File: src/rtl/vgs_pkg.sv
package vgs_pkg;

    typedef enum logic [2:0] {
        S_IDLE,
        S_TBL_REQ,
        S_TBL_WAIT,
        S_DAT_REQ,
        S_DAT_WAIT,
        S_PLAY
    } vgs_state_e;

endpackage

File: src/rtl/vgs_desc_sel.sv
module vgs_desc_sel #(
    parameter int NUM_GROUPS = 12,
    parameter int GRP_W      = 4,
    parameter int IDX_W      = 10,
    parameter int CNT_W      = 10
) (
    input  logic [GRP_W-1:0]            grp,
    input  logic [NUM_GROUPS*IDX_W-1:0] first_flat,
    input  logic [NUM_GROUPS*CNT_W-1:0] count_flat,
    output logic [IDX_W-1:0]            first,
    output logic [CNT_W-1:0]            count,
    output logic                        valid
);

    logic [IDX_W-1:0] first_a [NUM_GROUPS];
    logic [CNT_W-1:0] count_a [NUM_GROUPS];

    for (genvar g = 0; g < NUM_GROUPS; g++) begin : g_unpack
        assign first_a[g] = first_flat[g*IDX_W +: IDX_W];
        assign count_a[g] = count_flat[g*CNT_W +: CNT_W];
    end

    // group numbers are 1-based; group 0 and values above NUM_GROUPS select nothing
    always_comb begin
        first = '0;
        count = '0;
        for (int i = 0; i < NUM_GROUPS; i++) begin
            if (grp == GRP_W'(i + 1)) begin
                first = first_a[i];
                count = count_a[i];
            end
        end
        valid = (count != '0);
    end

endmodule

File: src/rtl/vgs_addr_gen.sv
module vgs_addr_gen #(
    parameter int BLK_BYTES = 512,
    parameter int BLKNUM_W  = 8,
    parameter int OFF_W     = 9,
    parameter int VADDR_W   = 16
) (
    input  logic [BLKNUM_W-1:0] blk,
    input  logic [OFF_W-1:0]    off,
    output logic [VADDR_W-1:0]  addr
);

    localparam bit POW2 = (BLK_BYTES == (1 << OFF_W));

    if (POW2) begin : g_shift
        assign addr = (VADDR_W'(blk) << OFF_W) | VADDR_W'(off);
    end else begin : g_mult
        assign addr = VADDR_W'(blk) * VADDR_W'(BLK_BYTES) + VADDR_W'(off);
    end

endmodule

File: src/rtl/vgs_sample_fmt.sv
module vgs_sample_fmt (
    input  logic [7:0] byte_in,
    input  logic       nib_mode,
    input  logic       upper,
    output logic [7:0] smp
);

    always_comb begin
        if (!nib_mode)  smp = byte_in;
        else if (upper) smp = {4'h0, byte_in[7:4]};
        else            smp = {4'h0, byte_in[3:0]};
    end

endmodule

File: src/rtl/vgs_player.sv
module vgs_player
    import vgs_pkg::*;
#(
    parameter int NUM_GROUPS = 12,
    parameter int NUM_BLOCKS = 126,
    parameter int BLK_BYTES  = 512,
    parameter int TBL_DEPTH  = 960,
    localparam int GRP_W     = $clog2(NUM_GROUPS + 1),
    localparam int TBL_IDX_W = $clog2(TBL_DEPTH),
    localparam int CNT_W     = $clog2(TBL_DEPTH + 1),
    localparam int OFF_W     = $clog2(BLK_BYTES),
    localparam int VADDR_W   = $clog2(NUM_BLOCKS * BLK_BYTES),
    localparam int ADDR_W    = (VADDR_W > TBL_IDX_W) ? VADDR_W : TBL_IDX_W
) (
    input  logic                            clk,
    input  logic                            rst_n,
    input  logic                            halt,
    input  logic                            tick,
    input  logic                            fmt_nib,
    input  logic                            start,
    input  logic [GRP_W-1:0]                start_grp,
    input  logic [NUM_GROUPS*TBL_IDX_W-1:0] grp_first,
    input  logic [NUM_GROUPS*CNT_W-1:0]     grp_count,
    output logic                            mem_rd,
    output logic                            mem_tbl,
    output logic [ADDR_W-1:0]               mem_addr,
    input  logic [7:0]                      mem_rdata,
    output logic                            busy,
    output logic                            done,
    output logic                            sample_valid,
    output logic [7:0]                      sample
);

    localparam logic [OFF_W-1:0] OFF_LAST = OFF_W'(BLK_BYTES - 1);

    vgs_state_e state, state_nx;

    logic [TBL_IDX_W-1:0] entry_idx;
    logic [CNT_W-1:0]     left;
    logic [7:0]           blk;
    logic [OFF_W-1:0]     off;
    logic [7:0]           data_byte;
    logic                 half, lat, nib_mode;
    logic [7:0]           sample_q;
    logic                 vld_q, done_q;

    logic [TBL_IDX_W-1:0] d_first;
    logic [CNT_W-1:0]     d_count;
    logic                 d_valid, start_ok;
    logic [VADDR_W-1:0]   vaddr;
    logic [7:0]           fmt_smp;
    logic                 byte_end, blk_end, last_entry;

    vgs_desc_sel #(
        .NUM_GROUPS(NUM_GROUPS), .GRP_W(GRP_W), .IDX_W(TBL_IDX_W), .CNT_W(CNT_W)
    ) u_desc (
        .grp(start_grp), .first_flat(grp_first), .count_flat(grp_count),
        .first(d_first), .count(d_count), .valid(d_valid)
    );

    vgs_addr_gen #(
        .BLK_BYTES(BLK_BYTES), .BLKNUM_W(8), .OFF_W(OFF_W), .VADDR_W(VADDR_W)
    ) u_addr (
        .blk(blk), .off(off), .addr(vaddr)
    );

    vgs_sample_fmt u_fmt (
        .byte_in(data_byte), .nib_mode(nib_mode), .upper(half), .smp(fmt_smp)
    );

    assign start_ok   = start && d_valid;
    assign byte_end   = tick && (!nib_mode || half);
    assign blk_end    = (off == OFF_LAST);
    assign last_entry = (left == CNT_W'(1));

    // state register
    always_ff @(posedge clk or negedge rst_n) begin
        if (!rst_n) state <= S_IDLE;
        else        state <= state_nx;
    end

    // next-state logic: halt first, then restart, then the walk
    always_comb begin
        state_nx = state;
        if (halt) begin
            state_nx = S_IDLE;
        end else if (start_ok) begin
            state_nx = S_TBL_REQ;
        end else begin
            unique case (state)
                S_IDLE:     state_nx = S_IDLE;
                S_TBL_REQ:  state_nx = S_TBL_WAIT;
                S_TBL_WAIT: if (lat) state_nx = S_DAT_REQ;
                S_DAT_REQ:  state_nx = S_DAT_WAIT;
                S_DAT_WAIT: if (lat) state_nx = S_PLAY;
                S_PLAY: begin
                    if (byte_end) begin
                        if (!blk_end)        state_nx = S_DAT_REQ;
                        else if (last_entry) state_nx = S_IDLE;
                        else                 state_nx = S_TBL_REQ;
                    end
                end
                default:    state_nx = S_IDLE;
            endcase
        end
    end

    // datapath: walk pointers, captured read data and registered results
    always_ff @(posedge clk or negedge rst_n) begin
        if (!rst_n) begin
            entry_idx <= '0;
            left      <= '0;
            blk       <= '0;
            off       <= '0;
            data_byte <= '0;
            half      <= 1'b0;
            lat       <= 1'b0;
            nib_mode  <= 1'b0;
            sample_q  <= '0;
            vld_q     <= 1'b0;
            done_q    <= 1'b0;
        end else begin
            vld_q  <= 1'b0;
            done_q <= 1'b0;
            if (halt) begin
                lat <= 1'b0;
            end else if (start_ok) begin
                entry_idx <= d_first;
                left      <= d_count;
                nib_mode  <= fmt_nib;
                lat       <= 1'b0;
            end else begin
                unique case (state)
                    S_TBL_REQ, S_DAT_REQ: lat <= 1'b0;
                    S_TBL_WAIT: begin
                        lat <= ~lat;
                        if (lat) begin
                            blk <= mem_rdata;
                            off <= '0;
                        end
                    end
                    S_DAT_WAIT: begin
                        lat <= ~lat;
                        if (lat) begin
                            data_byte <= mem_rdata;
                            half      <= 1'b0;
                        end
                    end
                    S_PLAY: begin
                        if (tick) begin
                            vld_q    <= 1'b1;
                            sample_q <= fmt_smp;
                            if (!byte_end) begin
                                half <= 1'b1;
                            end else if (!blk_end) begin
                                off <= off + 1'b1;
                            end else if (last_entry) begin
                                done_q <= 1'b1;
                            end else begin
                                entry_idx <= entry_idx + 1'b1;
                                left      <= left - 1'b1;
                            end
                        end
                    end
                    default: ;
                endcase
            end
        end
    end

    // outputs
    always_comb begin
        busy         = (state != S_IDLE);
        mem_rd       = (state == S_TBL_REQ) || (state == S_DAT_REQ);
        mem_tbl      = (state == S_TBL_REQ);
        mem_addr     = mem_tbl ? ADDR_W'(entry_idx) : ADDR_W'(vaddr);
        done         = done_q;
        sample_valid = vld_q;
        sample       = sample_q;
    end

    assert_done_not_busy_R7: assert property (@(posedge clk) disable iff (!rst_n)
        done |-> !busy);
    assert_done_with_sample_R7: assert property (@(posedge clk) disable iff (!rst_n)
        done |-> sample_valid);
    assert_halt_stops_R10: assert property (@(posedge clk) disable iff (!rst_n)
        halt |=> (!busy && !sample_valid && !done));
    assert_sample_after_tick_R6: assert property (@(posedge clk) disable iff (!rst_n)
        sample_valid |-> $past(tick));
    assert_nibble_clear_R5: assert property (@(posedge clk) disable iff (!rst_n)
        (sample_valid && nib_mode) |-> (sample[7:4] == 4'h0));
    assert_voice_range_R3: assert property (@(posedge clk) disable iff (!rst_n)
        (mem_rd && !mem_tbl) |-> (mem_addr < ADDR_W'(NUM_BLOCKS * BLK_BYTES)));
    assert_table_range_R11: assert property (@(posedge clk) disable iff (!rst_n)
        (mem_rd && mem_tbl) |-> (mem_addr < ADDR_W'(TBL_DEPTH)));

endmodule

File: config.mk
export PLATFORM = sky130hd
export DESIGN_NAME = vgs_player
export DESIGN_NICKNAME = d
export VERILOG_FILES = /design/src/rtl/vgs_pkg.sv /design/src/rtl/vgs_desc_sel.sv /design/src/rtl/vgs_addr_gen.sv /design/src/rtl/vgs_sample_fmt.sv /design/src/rtl/vgs_player.sv
export SDC_FILE = /design/constraint.sdc
export NUM_CORES = 1
export LEC_CHECK = 0
export ABC_CLOCK_PERIOD_IN_PS = 2900
export BUFFER_PORTS_ARGS = -buffer_cell sky130_fd_sc_hd__clkbuf_2
export CAP_MARGIN = 10
export CORE_MARGIN = 5
export CORE_UTILIZATION = 43
export CTS_CLUSTER_SIZE = 16
export DETAILED_ROUTE_END_ITERATION = 16
export GPL_TIMING_DRIVEN = 0
export PLACE_DENSITY_LB_ADDON = 0.1
export SLEW_MARGIN = 20
export SYNTH_ARGS = -nofsm -noshare
export SYNTH_HDL_FRONTEND = slang
export SYNTH_SLANG_ARGS = --single-unit
File: constraint.sdc
create_clock -name clk -period 2.9 [get_ports clk]
set_input_delay 0.29 -clock clk [delete_from_list [all_inputs] [get_ports clk]]
set_output_delay 0.29 -clock clk [all_outputs]
set_load 0.02 [all_outputs]
Yosys cells after proc, flatten, opt, wreduce, memory -nomap -nowiden

Cells that the tools add are included.
Widths: inputs -> output; s select.

Input port bits: 258
Word-level logic and storage cells: 142
Flip-flop bits (word level): 60
Output and inout port bits: 29

Reductions and logical operators: 24
Equality and inequality tests: 29
Bitwise logic cells: 4
Multiplexer cells: 70
$add $sub $neg: 3

Operators with widths:

| operator              | number |
|---|---|
| $mux 10               | 36 |
| $mux 9                | 4 |
| $eq 4x4->1 const B    | 5 |
| $pmux 9 s2            | 1 |
| $mux 1                | 17 |
| $eq 4x3->1 const B    | 4 |
| $mux 16               | 1 |
| $or 16x9->16          | 1 |
| $mux 3                | 5 |
| $pmux 3 s5            | 1 |
| $ne 2x2->1 const B    | 7 |
| $ne 4x4->1 const B    | 3 |
| $reduce_and 4->1      | 3 |
| $reduce_and 6->1      | 2 |
| $reduce_bool 2->1     | 6 |
| $add 10x1->10 const B | 1 |
| $eq 10x1->1 const B   | 1 |
| $reduce_bool 10->1    | 1 |
| $sub 10x1->10 const B | 1 |
| $add 9x1->9 const B   | 1 |
| $eq 9x9->1 const B    | 1 |
| $eq 4x2->1 const B    | 2 |
| $mux 8                | 1 |
| $reduce_and 7->1      | 1 |
| other kinds (16)      | 24 |

Depth between registers and ports, before layout

Word-level depth: 17
Mapped depth: 14
Depth with buffers taken out: 12

Modules after synthesis

From an unflattened synthesis, not the netlist that was laid out.

Cell total of the unflattened synthesis: 773
Area, all modules: 6190.9 µm²

By module, submodules not included:

| module         | times used | area an instance (µm²) | cells each |
|---|---|---|---|
| vgs_player     | 1          | 3408.3                 | 344 |
| vgs_desc_sel   | 1          | 2561.2                 | 404 |
| vgs_addr_gen   | 1          | 120.1                  | 16 |
| vgs_sample_fmt | 1          | 101.3                  | 9 |

Least setup slack after synthesis

No wires, ideal clock.

Path type: register to register
Start point: reg off[0]
End point: reg entry_idx[8]
Arrival time: 2658 ps
Setup time: 134 ps
Data required time: 2766 ps
Buffers on the path: 0
Slack: 108 ps
Stages on the path, launching flop included: 13
Cells stage by stage: dfrtp_1 -> ha_1 -> and3_1 -> and3_1 -> and3_1 -> ha_1 -> o2111ai_1 -> nor2_1 -> nand4_1 -> nor2_1 -> mux2_2 -> a32oi_1 -> o211ai_1

Cells in the longest elaborated chain, start to end: 3

Ends and longest elaborated chain:

| element                            | line              | text |
|---|---|---|
| from (decl)                        | vgs_player.sv:41  | `logic [OFF_W-1:0] off;` |
| from (signal assigned)             | vgs_player.sv:156 | `off <= off + 1'b1;` |
| $eq 9x9->1                         | vgs_player.sv:73  | `assign blk_end = (off == OFF_LAST);` |
| $reduce_bool 2->1 (no source line) | n/a               |  |
| $reduce_and 6->1 (no source line)  | n/a               |  |
| to (signal assigned)               | vgs_player.sv:128 | `entry_idx <= d_first;` |
| to (signal assigned)               | vgs_player.sv:160 | `entry_idx <= entry_idx + 1'b1;` |
| to (decl)                          | vgs_player.sv:38  | `logic [TBL_IDX_W-1:0] entry_idx;` |

No other way between the ends.
A chain may end at the register's enable or synchronous reset.

Worst setup path after layout

Start point: reg off[1]
End point: reg entry_idx[9]

The elaborated chain is that of the path after synthesis.

==> out/metrics.yaml <==
grt_pass1_vias: 7496
area_delta_synth_final_pct: 41.0
ant_nets: 0
synth_area_per_cell_sq_um: 8.11
ys_ff_latch: 60
whs_path_depth: 2
multiInputGateArea_sq_um: 4400
top_level_ports: 287
vias: 7778
whs_endpoint: "blk[5]"
hp-start: "mem_rdata[5]"
vdd_drop_max_mv: 0.293
netlist-cell-type-count: 86
status: "complete, no violations"
placement.io_buffers: 283
rr_startpoint: "off[1]"
drt_pass1_iterations: 5
yosysWarnings: 0
finalCritPeriodShare: 0.986
wl_microns: 29200
final_hold_viol_count: 0
cp-start-kind: "register"
finalPower_uw: 3150
max_freq_mhz: 350
clk_path_buf_depth: 2
period_minus_slack_ps: 2860
rows: 43
crit_chain: "ha_2 -> and3_4 -> and3_1 -> and3_4 -> ha_4 -> o2111ai_4 -> nor4b_2 -> nand3_1 -> nor2_1 -> nand3_1 -> xor2_1 -> mux2i_1"
hold_path_class: "input pin to register"
wl_per_cell_microns: 23.6
synth_edf_count: 0
fin_skew_ps: 14.3
cts_buffers: 9
cts_sinks: 60
cap_violations: 0
worstReg2RegEnd: "entry_idx[9]"
synth_nets: 1005
clk-insertion-delay-late_ps: 330
die_h_microns: 128
cp.required_ps: 3090
antenna_found_initial: 1
use_met3: 0.0660
place_hpwl_microns: 23100
most-common-layout-cells: "287 x clkbuf_2, 60 x dfrtp_1, 58 x a21oi_1"
die_w_microns: 128
grt_pass1_wl_microns: 43300
grt_usage: 0.340
slew_headroom: 0.508
grt_max_degree: 40
max_stage_delay_ps: 430
cp_slowest_cell: "nor4b_2"
drt_iter0_markers: 943
gr-usage-met1: 0.434
syn-cell-area_sq_um: 6020
cts_tree: "yes"
startpoint: "off[1]"
rsz0062_at_grt: "yes"
synth_largest_area_cell: "dfrtp_1"
path_clk_slew_ps: 60
initial_core_util: 0.435
final_common_cell: "clkbuf_2"
worst_ep_arrival_time_ps: 3050
htreeDepth: 3
async_reset_ff_frac: 1.00
fillers: 1280
rrSetupSlack_ps: 40
leakage_uw: 0.00396
yosysSeqAreaShare: 0.249
synthFlopType: "dfrtp_1"
hold_slack_ps: 212
synth_area_leaders: "dfrtp_1 25%, mux2_2 6.9%, mux2i_1 5.2%"
cts_root_buffer: "clkbuf_16"
drive_gt1_frac: 0.440
die_area_sq_um: 16500
power.density_nw_per_um2: 372
overflow: 0
top_usage_layer: "met2"
finalSetupViolCount: 0
crit_path_end_kind: "register"
worst-path-max-fanout: 5
seq_area_sq_um: 1500
nets: 1315
tightestPinTransition_ps: 739
coreArea_sq_um: 13800
maxSlewViolCount: 0
synth_top_area_frac: 0.249
drc: 0
grt_use_met2: 0.575
synth_cells: 742
critPathKind: "register to register"
vias_per_cell: 6.28
r2r_cells: 12
gp_congestion: 0.975
## sequential cells by signal (all words and copies together) (netlist names)
name,cells
done,1
lat,1
off,9
sample_valid,1
nib_mode,1
state,3
blk,7
data_byte,8
entry_idx,10
half,1
left,10
sample,8
## worst max-delay path: cells and delay by family (launching register included)
kind / cells / cell delay, ps
simple gates: 7 / 1560
flops: 1 / 370
fa+ha+maj: 2 / 360
xor+xnor: 1 / 180
compound gates: 1 / 160
mux: 1 / 90
## report_power, final
| part | switching [uW] | internal (uW) | leakage [uW] | total [uW] |
|---|---|---|---|---|
| logic | 594 | 476 | 0.00305 | 1070 |
| registers | 95.5 | 914 | 0.000767 | 1010 |
| clock network | 408 | 665 | 0.000142 | 1070 |
## per-layer routing
metal	routed length, microns	part of all wire	vias to the layer above
met5	0	0	-
met4	1080	0.037	0
met3	2500	0.086	75
met2	14400	0.49	492
met1	11200	0.38	3735
li1	-	-	3476
## worst max path at each step
stage               cells past startpoint  slack [ps]           end
floorplan                              12         110  entry_idx[8]
global placement                       11        -690  entry_idx[4]
detailed placement                     11        -650  entry_idx[4]
CTS                                    12         -70  entry_idx[8]
global route                           12        -110  entry_idx[8]
finish                                 12          40  entry_idx[9]
## cell usage after synthesis, types with 5 or more instances
cell type and count:
mux2i_1 31, o41ai_1 5, a221oi_1 9, mux2_2 37, nor2_1 51, clkbuf_1 25, o32ai_1 5, nand3_1 19
a22oi_1 19, o31ai_1 7, a211oi_1 9, dfrtp_1 60, nor2b_1 27, nand2b_1 12, or3_1 5, a31oi_1 5
a2bb2oi_1 5, a22o_1 7, buf_1 6, or2_2 5, o21ai_0 44, a21oi_1 61, o22ai_1 15, and2_1 7
buf_6 6, nand4_1 5, nand2_1 58, o22a_1 5, o211ai_1 7, o221ai_1 9, nand3b_1 5, a21o_1 11
and3_1 8, inv_1 20, buf_2 19, nor3_1 21, ha_1 5
## through the flow
stage               utilization  area (sq um)  setup WS (ps)  cells  setup TNS, ps
finish                    0.614          8490           41.5   1238              0
global route              0.614          8490           -112   1238           -484
CTS                       0.591          8170          -71.0   1227           -158
detailed placement        0.556          7680           -654   1206         -29050
global placement          0.554          7660           -694   1205         -30030
floorplan                     -          6020            108    742              0
## final cells by class
cell class / count / area share
clock buffers: 10 / 0.0270
diodes: 1 / 0.000295
clock inverters: 6 / 0.00767
multi-input cells: 601 / 0.518
plain buffers: 56 / 0.0425
inverters: 22 / 0.0106
repair buffers: 302 / 0.190
well taps: 180 / 0.0265
flip-flops and latches: 60 / 0.177
## logic make-up (layout without fill, tap and decap cells)
| kind of cell | Yosys count | count (layout) | synth area share |
|---|---|---|---|
| AOI/OAI and AO/OA | 266 | 266 | 0.308 |
| xor gates and xnor gates | 4 | 4 | 0.00582 |
| adders and majority gates | 5 | 5 | 0.0104 |
| buffers and inverters | 81 | 396 | 0.0638 |
| DFF | 60 | 60 | 0.249 |
| muxes | 71 | 71 | 0.130 |
| other | 0 | 1 | 0 |
| and+or+nand+nor | 255 | 255 | 0.233 |
## timing repair
item | 4_1_cts | 5_1_grt
hold buffers | 1 | 0
endpoints found under the setup margin | 54 | 60
gates resized for setup | 35 | 60
pin swaps | 5 | 9
buffers inserted | 6 | 11
hold endpoints to repair | 21 | 0
Note: power is estimated with default switching activity, not from simulation.
